[config.mk]
export PLATFORM = sky130hd
export DESIGN_NAME = sched_pulse_gen
export DESIGN_NICKNAME = d
export VERILOG_FILES = /design/src/rtl/sched_pulse_gen_pkg.sv /design/src/rtl/spg_count_fifo.sv /design/src/rtl/spg_tick_gen.sv /design/src/rtl/spg_countdown.sv /design/src/rtl/sched_pulse_gen.sv
export SDC_FILE = /design/constraint.sdc
export NUM_CORES = 1
export LEC_CHECK = 0
export ABC_CLOCK_PERIOD_IN_PS = 3800
export BUFFER_PORTS_ARGS = -buffer_cell sky130_fd_sc_hd__buf_2
export CAP_MARGIN = 20
export CORE_ASPECT_RATIO = 0.7
export CORE_MARGIN = 4
export CORE_UTILIZATION = 61
export CTS_CLUSTER_DIAMETER = 200
export CTS_CLUSTER_SIZE = 20
export DETAILED_ROUTE_END_ITERATION = 8
export PLACE_DENSITY = 0.86
export REMOVE_ABC_BUFFERS = 1
export SETUP_SLACK_MARGIN = 0.5
export SYNTH_ARGS = -nofsm -noshare
export SYNTH_HDL_FRONTEND = slang
export SYNTH_SLANG_ARGS = --single-unit
[constraint.sdc]
create_clock -name clk -period 3.8 [get_ports clk]
set_clock_uncertainty 0.15 [all_clocks]
set_input_delay 0.76 -clock clk [delete_from_list [all_inputs] [get_ports clk]]
set_output_delay 0.76 -clock clk [all_outputs]
set_load 0.02 [all_outputs]
[src/rtl/sched_pulse_gen_pkg.sv]
package sched_pulse_gen_pkg;
  typedef enum logic [1:0] {
    SPG_IDLE  = 2'd0,
    SPG_COUNT = 2'd1,
    SPG_PULSE = 2'd2
  } spg_state_e;
endpackage

[src/rtl/spg_count_fifo.sv]
module spg_count_fifo #(
  parameter int DEPTH = 4,
  parameter int WIDTH = 32
) (
  input  logic             clk,
  input  logic             rst_n,
  input  logic             push,
  input  logic [WIDTH-1:0] push_data,
  input  logic             pop,
  output logic [WIDTH-1:0] head,
  output logic             empty,
  output logic             full
);
  localparam int AW = (DEPTH > 1) ? $clog2(DEPTH) : 1;
  localparam int OW = $clog2(DEPTH + 1);

  logic [WIDTH-1:0] mem [DEPTH];
  logic [AW-1:0]    wr_ptr, rd_ptr, wr_ptr_nxt, rd_ptr_nxt;
  logic [OW-1:0]    occ, occ_nxt;
  logic             do_push, do_pop;

  assign empty   = (occ == '0);
  assign full    = (occ == OW'(DEPTH));
  assign do_push = push && !full;
  assign do_pop  = pop && !empty;
  assign head    = mem[rd_ptr];

  always_comb begin
    wr_ptr_nxt = wr_ptr;
    rd_ptr_nxt = rd_ptr;
    occ_nxt    = occ;
    if (do_push) wr_ptr_nxt = (wr_ptr == AW'(DEPTH - 1)) ? '0 : wr_ptr + 1'b1;
    if (do_pop)  rd_ptr_nxt = (rd_ptr == AW'(DEPTH - 1)) ? '0 : rd_ptr + 1'b1;
    if (do_push && !do_pop)      occ_nxt = occ + 1'b1;
    else if (!do_push && do_pop) occ_nxt = occ - 1'b1;
  end

  always_ff @(posedge clk or negedge rst_n) begin
    if (!rst_n) begin
      wr_ptr <= '0;
      rd_ptr <= '0;
      occ    <= '0;
    end else begin
      wr_ptr <= wr_ptr_nxt;
      rd_ptr <= rd_ptr_nxt;
      occ    <= occ_nxt;
    end
  end

  generate
    for (genvar i = 0; i < DEPTH; i++) begin : g_slot
      always_ff @(posedge clk) begin
        if (do_push && (wr_ptr == AW'(i))) mem[i] <= push_data;
      end
    end
  endgenerate
endmodule

[src/rtl/spg_tick_gen.sv]
module spg_tick_gen #(
  parameter int TICK_DIV = 3
) (
  input  logic clk,
  input  logic rst_n,
  input  logic run,
  output logic tick
);
  generate
    if (TICK_DIV <= 1) begin : g_every_cycle
      assign tick = run;
    end else begin : g_prescale
      localparam int PW = $clog2(TICK_DIV);
      logic [PW-1:0] pre, pre_nxt;
      logic          wrap;

      assign wrap = (pre == PW'(TICK_DIV - 1));
      assign tick = run && wrap;

      always_comb begin
        pre_nxt = pre;
        if (!run)      pre_nxt = '0;
        else if (wrap) pre_nxt = '0;
        else           pre_nxt = pre + 1'b1;
      end

      always_ff @(posedge clk or negedge rst_n) begin
        if (!rst_n) pre <= '0;
        else        pre <= pre_nxt;
      end
    end
  endgenerate
endmodule

[src/rtl/spg_countdown.sv]
module spg_countdown
  import sched_pulse_gen_pkg::*;
#(
  parameter int COUNT_W      = 32,
  parameter int PULSE_CYCLES = 8
) (
  input  logic               clk,
  input  logic               rst_n,
  input  logic               q_empty,
  input  logic [COUNT_W-1:0] q_head,
  input  logic               tick,
  output logic               q_pop,
  output logic               counting,
  output logic               busy,
  output logic               pulse
);
  localparam int WW = (PULSE_CYCLES > 1) ? $clog2(PULSE_CYCLES) : 1;

  spg_state_e         state, state_nxt;
  logic [COUNT_W-1:0] remain, remain_nxt;
  logic [WW-1:0]      width, width_nxt;
  logic               pulse_q, pulse_nxt;
  logic               last_tick, last_width;

  assign last_tick  = (remain <= COUNT_W'(1));
  assign last_width = (width == WW'(PULSE_CYCLES - 1));

  always_comb begin
    state_nxt  = state;
    remain_nxt = remain;
    width_nxt  = width;
    pulse_nxt  = pulse_q;
    q_pop      = 1'b0;
    unique case (state)
      SPG_IDLE: begin
        if (!q_empty) begin
          q_pop      = 1'b1;
          remain_nxt = q_head;
          state_nxt  = SPG_COUNT;
        end
      end
      SPG_COUNT: begin
        if (tick) begin
          if (last_tick) begin
            state_nxt  = SPG_PULSE;
            width_nxt  = '0;
            pulse_nxt  = 1'b1;
            remain_nxt = '0;
          end else begin
            remain_nxt = remain - 1'b1;
          end
        end
      end
      SPG_PULSE: begin
        if (last_width) begin
          state_nxt = SPG_IDLE;
          pulse_nxt = 1'b0;
        end else begin
          width_nxt = width + 1'b1;
        end
      end
      default: begin
        state_nxt = SPG_IDLE;
        pulse_nxt = 1'b0;
      end
    endcase
  end

  always_ff @(posedge clk or negedge rst_n) begin
    if (!rst_n) begin
      state   <= SPG_IDLE;
      remain  <= '0;
      width   <= '0;
      pulse_q <= 1'b0;
    end else begin
      state   <= state_nxt;
      remain  <= remain_nxt;
      width   <= width_nxt;
      pulse_q <= pulse_nxt;
    end
  end

  assign counting = (state == SPG_COUNT);
  assign busy     = (state != SPG_IDLE);
  assign pulse    = pulse_q;
endmodule

[src/rtl/sched_pulse_gen.sv]
module sched_pulse_gen #(
  parameter int COUNT_W      = 32,
  parameter int FIFO_DEPTH   = 4,
  parameter int TICK_DIV     = 3,
  parameter int PULSE_CYCLES = 8
) (
  input  logic               clk,
  input  logic               rst_n,
  input  logic               cnt_valid_i,
  input  logic [COUNT_W-1:0] cnt_data_i,
  output logic               cnt_ready_o,
  output logic               busy_o,
  output logic               pulse_o
);
  logic               fifo_pop, fifo_empty, fifo_full;
  logic [COUNT_W-1:0] fifo_head;
  logic               tick, counting;

  spg_count_fifo #(.DEPTH(FIFO_DEPTH), .WIDTH(COUNT_W)) u_fifo (
    .clk       (clk),
    .rst_n     (rst_n),
    .push      (cnt_valid_i),
    .push_data (cnt_data_i),
    .pop       (fifo_pop),
    .head      (fifo_head),
    .empty     (fifo_empty),
    .full      (fifo_full)
  );

  spg_tick_gen #(.TICK_DIV(TICK_DIV)) u_tick (
    .clk   (clk),
    .rst_n (rst_n),
    .run   (counting),
    .tick  (tick)
  );

  spg_countdown #(.COUNT_W(COUNT_W), .PULSE_CYCLES(PULSE_CYCLES)) u_core (
    .clk      (clk),
    .rst_n    (rst_n),
    .q_empty  (fifo_empty),
    .q_head   (fifo_head),
    .tick     (tick),
    .q_pop    (fifo_pop),
    .counting (counting),
    .busy     (busy_o),
    .pulse    (pulse_o)
  );

  assign cnt_ready_o = !fifo_full;
endmodule

# After elaboration in Yosys (flattened, before gate mapping)
# Memory sizes are Yosys's and may differ from the RTL's.
# Index checks and enable logic that the tools add are counted.
dict set report word_totals {
  input_bits 35
  output_inout_bits 3
  regBits 47
  ram_bits 128
  wordCells 101
  memories 1
}
# name depth word_bits read_ports rd_ports_with_merged_regs write_ports line
set memory_table {}
lappend memory_table {u_fifo.mem 4 32 1 0 1 spg_count_fifo.sv:17} ;# logic [WIDTH-1:0] mem [DEPTH];
dict set report classes {
  reduce_logical 27
  eq_ne 14
  mux 42
  magnitude_cmp 1
  add_sub_neg 7
  bitwise_logic 1
}
# cell count
set ops {}
lappend ops {{32-bit two-way mux} 6}
lappend ops {{32-bit OR reduction} 3}
lappend ops {{32-bit case mux with 2 select lines} 1}
lappend ops {{32-bit by 1-bit less-or-equal comparator with 1-bit output (second input constant)} 1}
lappend ops {{32-bit by 1-bit subtractor with 32-bit output (second input constant)} 1}
lappend ops {{2-bit two-way mux} 11}
lappend ops {{1-bit two-way mux} 16}
lappend ops {{3-bit two-way mux} 5}
lappend ops {{4-bit AND reduction} 3}
lappend ops {{2-bit == test (second input constant)} 5}
lappend ops {{1-bit logical AND} 9}
lappend ops {{2-bit nonzero test} 4}
lappend ops {{2-bit by 1-bit adder with 2-bit output (second input constant)} 3}
lappend ops {{3-bit by 1-bit adder with 3-bit output (second input constant)} 2}
lappend ops {{3-bit == test (second input constant)} 2}
lappend ops {{2-bit != test (second input constant)} 3}
lappend ops {{2-bit case mux with 3 select lines} 1}
lappend ops {{3-bit case mux with 2 select lines} 1}
lappend ops {{2-bit by 1-bit == test with 1-bit output (second input constant)} 2}
lappend ops {{1-bit zero test} 4}
lappend ops {{2-bit zero test} 2}
lappend ops {{2-bit by 1-bit != test with 1-bit output (second input constant)} 2}
lappend ops {{3-bit zero test} 1}
lappend ops {{1-bit case mux with 3 select lines} 1}
lappend ops {{3 further kinds} 3}

# Depth between registers and ports, before layout
dict set report logic_depth {
  depth_word 10
  depth_mapped 10
  ltp_nobuf 10
}

# Modules after synthesis
# Synthesis repeated with hierarchy kept, for this count alone.
dict set report unflattened {
  cells_unflattened 513
  area_unflattened_um2 7792.5
}
# module instances cells_per_inst area_each_um2 seq_area_each_um2
set modules_own_cells {}
lappend modules_own_cells {spg_count_fifo 1 205 5056.1 4018.9}
lappend modules_own_cells {spg_countdown 1 302 2652.5 950.9}
lappend modules_own_cells {spg_tick_gen 1 5 80.1 50.0}
lappend modules_own_cells {sched_pulse_gen 1 1 3.8 0.0}

# Worst setup path after synthesis
# No wires, ideal clock.
dict set report synth_path {
  path_type {reg-to-reg}
  startpoint {reg u_core.remain[27]}
  endpoint {reg u_core.remain[4]}
  synth_period_minus_slack_ns 2.750
  path_slack_ns 1.050
  setup_time_ns 0.126
  arrival_ns 2.473
  path_buffers 1
  path_stages_with_launch 7
  required_time_ns 3.524
  cell_sequence {dfrtp_1 or4_4 or4_4 or4_4 buf_6 and4_1 a311o_1}
}
dict set report synth_via {
  elab_chain_cells 4
}
# item line
set synth_rtl {}
lappend synth_rtl {{start, declared} spg_countdown.sv:20} ;# logic [COUNT_W-1:0] remain, remain_nxt;
lappend synth_rtl {{start signal, assigned} spg_countdown.sv:77} ;# remain <= remain_nxt;
lappend synth_rtl {{32-bit by 1-bit less-or-equal comparator with 1-bit output} spg_countdown.sv:25} ;# assign last_tick = (remain <= COUNT_W'(1));
lappend synth_rtl {{32-bit two-way mux} spg_countdown.sv:44} ;# if (last_tick) begin
lappend synth_rtl {{32-bit two-way mux} spg_countdown.sv:43} ;# if (tick) begin
lappend synth_rtl {{32-bit case mux with 2 select lines} spg_countdown.sv:34} ;# unique case (state)
# Every way passes these cells. The select of a mux whose other input is x is not followed.
# A chain may end at the register's enable or synchronous reset.

# Worst setup path in the final report
dict set report layout_path {
  startpoint {reg u_core.remain[3]}
  endpoint {reg u_core.remain[31]}
}
dict set report layout_via {
  elab_chain_cells 4
  word_cells_on_any_way 5
  cone_classes {1 x add/sub; 1 x order compare; 3 x mux}
}
# item line
set layout_rtl {}
lappend layout_rtl {{32-bit by 1-bit subtractor with 32-bit output / 32-bit by 1-bit less-or-equal comparator with 1-bit output (equally long branches)} {spg_countdown.sv:50, spg_countdown.sv:25}}
lappend layout_rtl {{32-bit two-way mux (*)} spg_countdown.sv:44}
lappend layout_rtl {{32-bit two-way mux (*)} spg_countdown.sv:43}
lappend layout_rtl {{32-bit case mux with 2 select lines (*)} spg_countdown.sv:34}
# Mark *: on every way between the ends. The rest lies on a longest branch, timed or not. The select of a mux whose other input is x is not followed.

==> summary.log <==
qor: run_status.outcome finished clean
qor: pwr.p_int 3.49 mW
qor: setup_path.cp.arrival 3350 ps
qor: die.die_area 14500 um^2
qor: pwr.power_density 537 nW/um^2
qor: routing.vias_per_cell 6.73
qor: grt.number_of_antenna_violations_at_the_first_check_in_global_routing 0
qor: die.dieWidth 142 um
qor: pwr.ir_drop 0.506 mV
qor: timing.rsz0062_at_grt no
qor: final_layout.final_layout_size_suffix_gt1_frac 0.233
qor: timing.final_setup_fails 0
qor: pwr.seq_power_share 0.527
qor: routing.detailedRoute.firstPassIterationCount 5
qor: routing.drt_iter0_markers 590
qor: clock_tree.clock_path_buffers 2
qor: die.floorplan.initialDensity 0.622
qor: logic_synthesis.postSynthAreaPerCell 15.2 um^2
qor: clock_tree.holdBufCountCts 0
qor: pwr.p_leak 3.02 nW
qor: die.placeableCoreArea 12400 um^2
qor: pwr.p_total 4.67 mW
qor: setup_path.timing.critical_path.to_type flop
qor: pwr.clock_power_share 0.373
qor: placed_design.gp_congestion 0.919
qor: setup_path.cp.required 3980 ps
qor: pwr.combPwrFrac 0.101
qor: clock_tree.tritoncts done
qor: routing.avgRoutedWirePerCell 22.7 um
qor: setup_path.ff2ff_path_depth 5
qor: timing.hold_violations 0
qor: timing.totalNegativeSetupSlack 0 ps
qor: routing.wirelength 16.5 mm
qor: final_layout.num_antenna_cells 0
qor: logic_synthesis.synth_cell_types 60
qor: setup_path.reg2reg_slack 630 ps
qor: setup_path.crit_path_start_kind flop
qor: setup_path.reg2reg_from u_core.remain[3]
qor: grt.grt_pass1_wl 26.5 mm
qor: final_layout.nNetsFinal 599
qor: logic_synthesis.post_synth_instance_area 7700 um^2
qor: grt.grt_max_degree 48
qor: logic_synthesis.synth_ff_type sky130_fd_sc_hd__edfxtp_1
qor: pwr.sw_frac_of_total 0.253
qor: setup_path.path_max_fanout 13
qor: placed_design.place.detailed.instances 695
qor: routing.vias 4898
qor: final_layout.nFillCells 805
qor: timing.period_needed 3170 ps
qor: logic_synthesis.ys_seq_elements 175
qor: clock_tree.cts_repair_resize_count 0
qor: timing.final.hold.worst_slack 133 ps
qor: clock_tree.clock_insertion_delay_worst_skew 430 ps
qor: pwr.p_switching 1.18 mW
qor: clock_tree.clock_slew_at_the_register_clock_pins_of_the_worst_setup_and_hold_paths 70 ps
qor: setup_path.critical_path_start_end_classification flop to flop
qor: final_layout.layout-area-overhead-vs-synth 12.8%
qor: clock_tree.cts.sinks 175
qor: job.max_cap_viol_count 0
qor: die.placementRows 34
qor: logic_synthesis.synth_edf_count 128
qor: logic_synthesis.synth_seq_area_share 0.652
qor: logic_synthesis.synth_async_sr_flop_share 0.269
qor: routing.remaining_drc_errors 0
qor: final_layout.final_design_area_no_fill 8680 um^2
qor: logic_synthesis.synthesis.instances 507
qor: timing.relSlewSlack 0.332
qor: grt.track_usage 0.244
qor: min_path.min_path_type input port to async pin
qor: timing.timing_worst_slew_pin_value 1000 ps
qor: clock_tree.postCtsSetupBuffers 0
qor: placed_design.dpl_cell_area 8070 um^2
qor: grt.globalRouteOverflowTotal 0
qor: placed_design.post-dp-hpwl 10.2 mm
qor: timing.max_freq 315 MHz
qor: grt.grt_pass1_vias 5020
qor: die.chipHeight 102 um
qor: setup_path.crit-reg2reg-capture u_core.remain[31]
qor: clock_tree.htree_num_levels 4
qor: timing.finalMaxSlewViolations 0
qor: final_layout.finalNonFillerCells 728
qor: timing.post-route-period-util 0.835
qor: die.boundaryPins 38
qor: routing.drtAntennaViolNets 0
qor: placed_design.port_buffers 37
qor: clock_tree.numCtsBuffers 17
qor: clock_tree.ctsRootBufferMaster sky130_fd_sc_hd__clkbuf_16
qor: logic_synthesis.ys_warnings 0
[state kept, by name, indices dropped and copies added, names as in the netlist]
name and cells:
u_core.state 2, u_core.width 3, u_core.remain 32, u_fifo.wr_ptr 2
u_tick.g_prescale.pre 2, u_core.pulse 1, u_fifo.occ 3, u_fifo.mem 128
u_fifo.rd_ptr 2
[critical path, stage by stage, from the launching register on]
cell and delay, ps:
sky130_fd_sc_hd__dfrtp_1 460, sky130_fd_sc_hd__nor4_1 750, sky130_fd_sc_hd__nand3_1 580, sky130_fd_sc_hd__or3_1 560, sky130_fd_sc_hd__or3_1 330, sky130_fd_sc_hd__o211ai_1 240
[worst max-delay path by stage]
stage / start / to / slack, ps / cells after the start
floorplan: u_tick.g_prescale.pre[0] / u_fifo.occ[1] / 220 / 8
global placement: u_core.remain[27] / u_core.remain[9] / 890 / 5
detailed placement: u_core.remain[27] / u_core.remain[31] / 780 / 5
CTS: u_core.remain[27] / u_core.remain[31] / 720 / 5
global route: u_core.remain[27] / u_core.remain[16] / 560 / 5
finish: u_core.remain[3] / u_core.remain[31] / 630 / 5
[logic make-up after synthesis]
kind of cell               after synthesis  share of synthesized area
muxes                                   42                      0.107
and+or+nand+nor                        144                      0.106
AOI/OAI and AO/OA                       93                     0.0876
xor gates and xnor gates                 5                    0.00569
DFF                                    175                      0.652
buffers and inverters                   37                     0.0218
adders and majority gates               11                     0.0189
[metal layers]
metal	global-route usage	share of wire	routed length, um
met1	0.325	0.41	6730
met2	0.390	0.48	7900
met3	0.0659	0.088	1450
met4	0.0959	0.028	461
met5	0	0	0
[stage by stage]
| step | utilization | setup WS [ps] |
|---|---|---|
| final | 0.701 | 625 |
| after global routing | 0.701 | 561 |
| after CTS | 0.700 | 716 |
| after detailed placement | 0.652 | 779 |
| after global placement | 0.652 | 889 |
| after floorplan | - | 216 |
[power by group through the flow]
stage	Sequential, mW	Combinational, mW	Clock, mW
3_3_place_gp	2.47	0.438	0
2_1_floorplan	2.47	0.288	0
5_1_grt	2.48	0.513	1.86
3_5_place_dp	2.50	0.476	0
4_1_cts	2.46	0.478	1.76
6_report	2.46	0.470	1.74
[Yosys cell counts (4+ instances only)]
library cell               instances  area (um^2)
sky130_fd_sc_hd__a211o_1           4         35.0
sky130_fd_sc_hd__a22o_1            8         70.1
sky130_fd_sc_hd__and3_1            5         31.3
sky130_fd_sc_hd__nand3_1           7         35.0
sky130_fd_sc_hd__dfrtp_1          47         1180
sky130_fd_sc_hd__a21oi_1           9         45.0
sky130_fd_sc_hd__inv_1            11         41.3
sky130_fd_sc_hd__ha_1             10          125
sky130_fd_sc_hd__edfxtp_1        128         3840
sky130_fd_sc_hd__nand2_1          24         90.1
sky130_fd_sc_hd__buf_2             4         20.0
sky130_fd_sc_hd__nor4_1           13         81.3
sky130_fd_sc_hd__mux2i_1           6         60.1
sky130_fd_sc_hd__o41ai_1           5         43.8
sky130_fd_sc_hd__a22oi_1          12         90.1
sky130_fd_sc_hd__nor3_1           19         95.1
sky130_fd_sc_hd__o31ai_1          10         75.1
sky130_fd_sc_hd__mux2_2            4         45.0
sky130_fd_sc_hd__or3_1            14         87.6
sky130_fd_sc_hd__nor3b_1           8         60.1
sky130_fd_sc_hd__nor2_1           22         82.6
sky130_fd_sc_hd__o21ai_0          19         95.1
sky130_fd_sc_hd__clkbuf_1         13         48.8
sky130_fd_sc_hd__nand2b_1         11         68.8
sky130_fd_sc_hd__o211ai_1          5         37.5
sky130_fd_sc_hd__buf_1             4         15.0
sky130_fd_sc_hd__mux4_2           32          721
[layout make-up]
cell class,count,area (um^2),area share
flip-flops and latches,175,5020,0.578
multi-input cells,295,2510,0.289
clock buffers,17,425,0.0490
repair buffers,53,318,0.0366
well taps,162,203,0.0233
clock inverters,15,165,0.0190
inverters,11,41.3,0.00476
[placed cells by master, fill, tap and decap left out, types with 12 or more instances in the layout]
cell                        Yosys  layout
sky130_fd_sc_hd__or3_1         14      14
sky130_fd_sc_hd__nor3_1        19      19
sky130_fd_sc_hd__a22oi_1       12      12
sky130_fd_sc_hd__nand2_1       24      24
sky130_fd_sc_hd__clkbuf_16      0      17
sky130_fd_sc_hd__mux4_2        32      32
sky130_fd_sc_hd__nor2_1        22      22
sky130_fd_sc_hd__dfrtp_1       47      46
sky130_fd_sc_hd__buf_2          4      37
sky130_fd_sc_hd__buf_4          2      15
sky130_fd_sc_hd__edfxtp_1     128     128
sky130_fd_sc_hd__o21ai_0       19      19
sky130_fd_sc_hd__nor4_1        13      13
No activity file was read; power rests on OpenSTA's default activity.
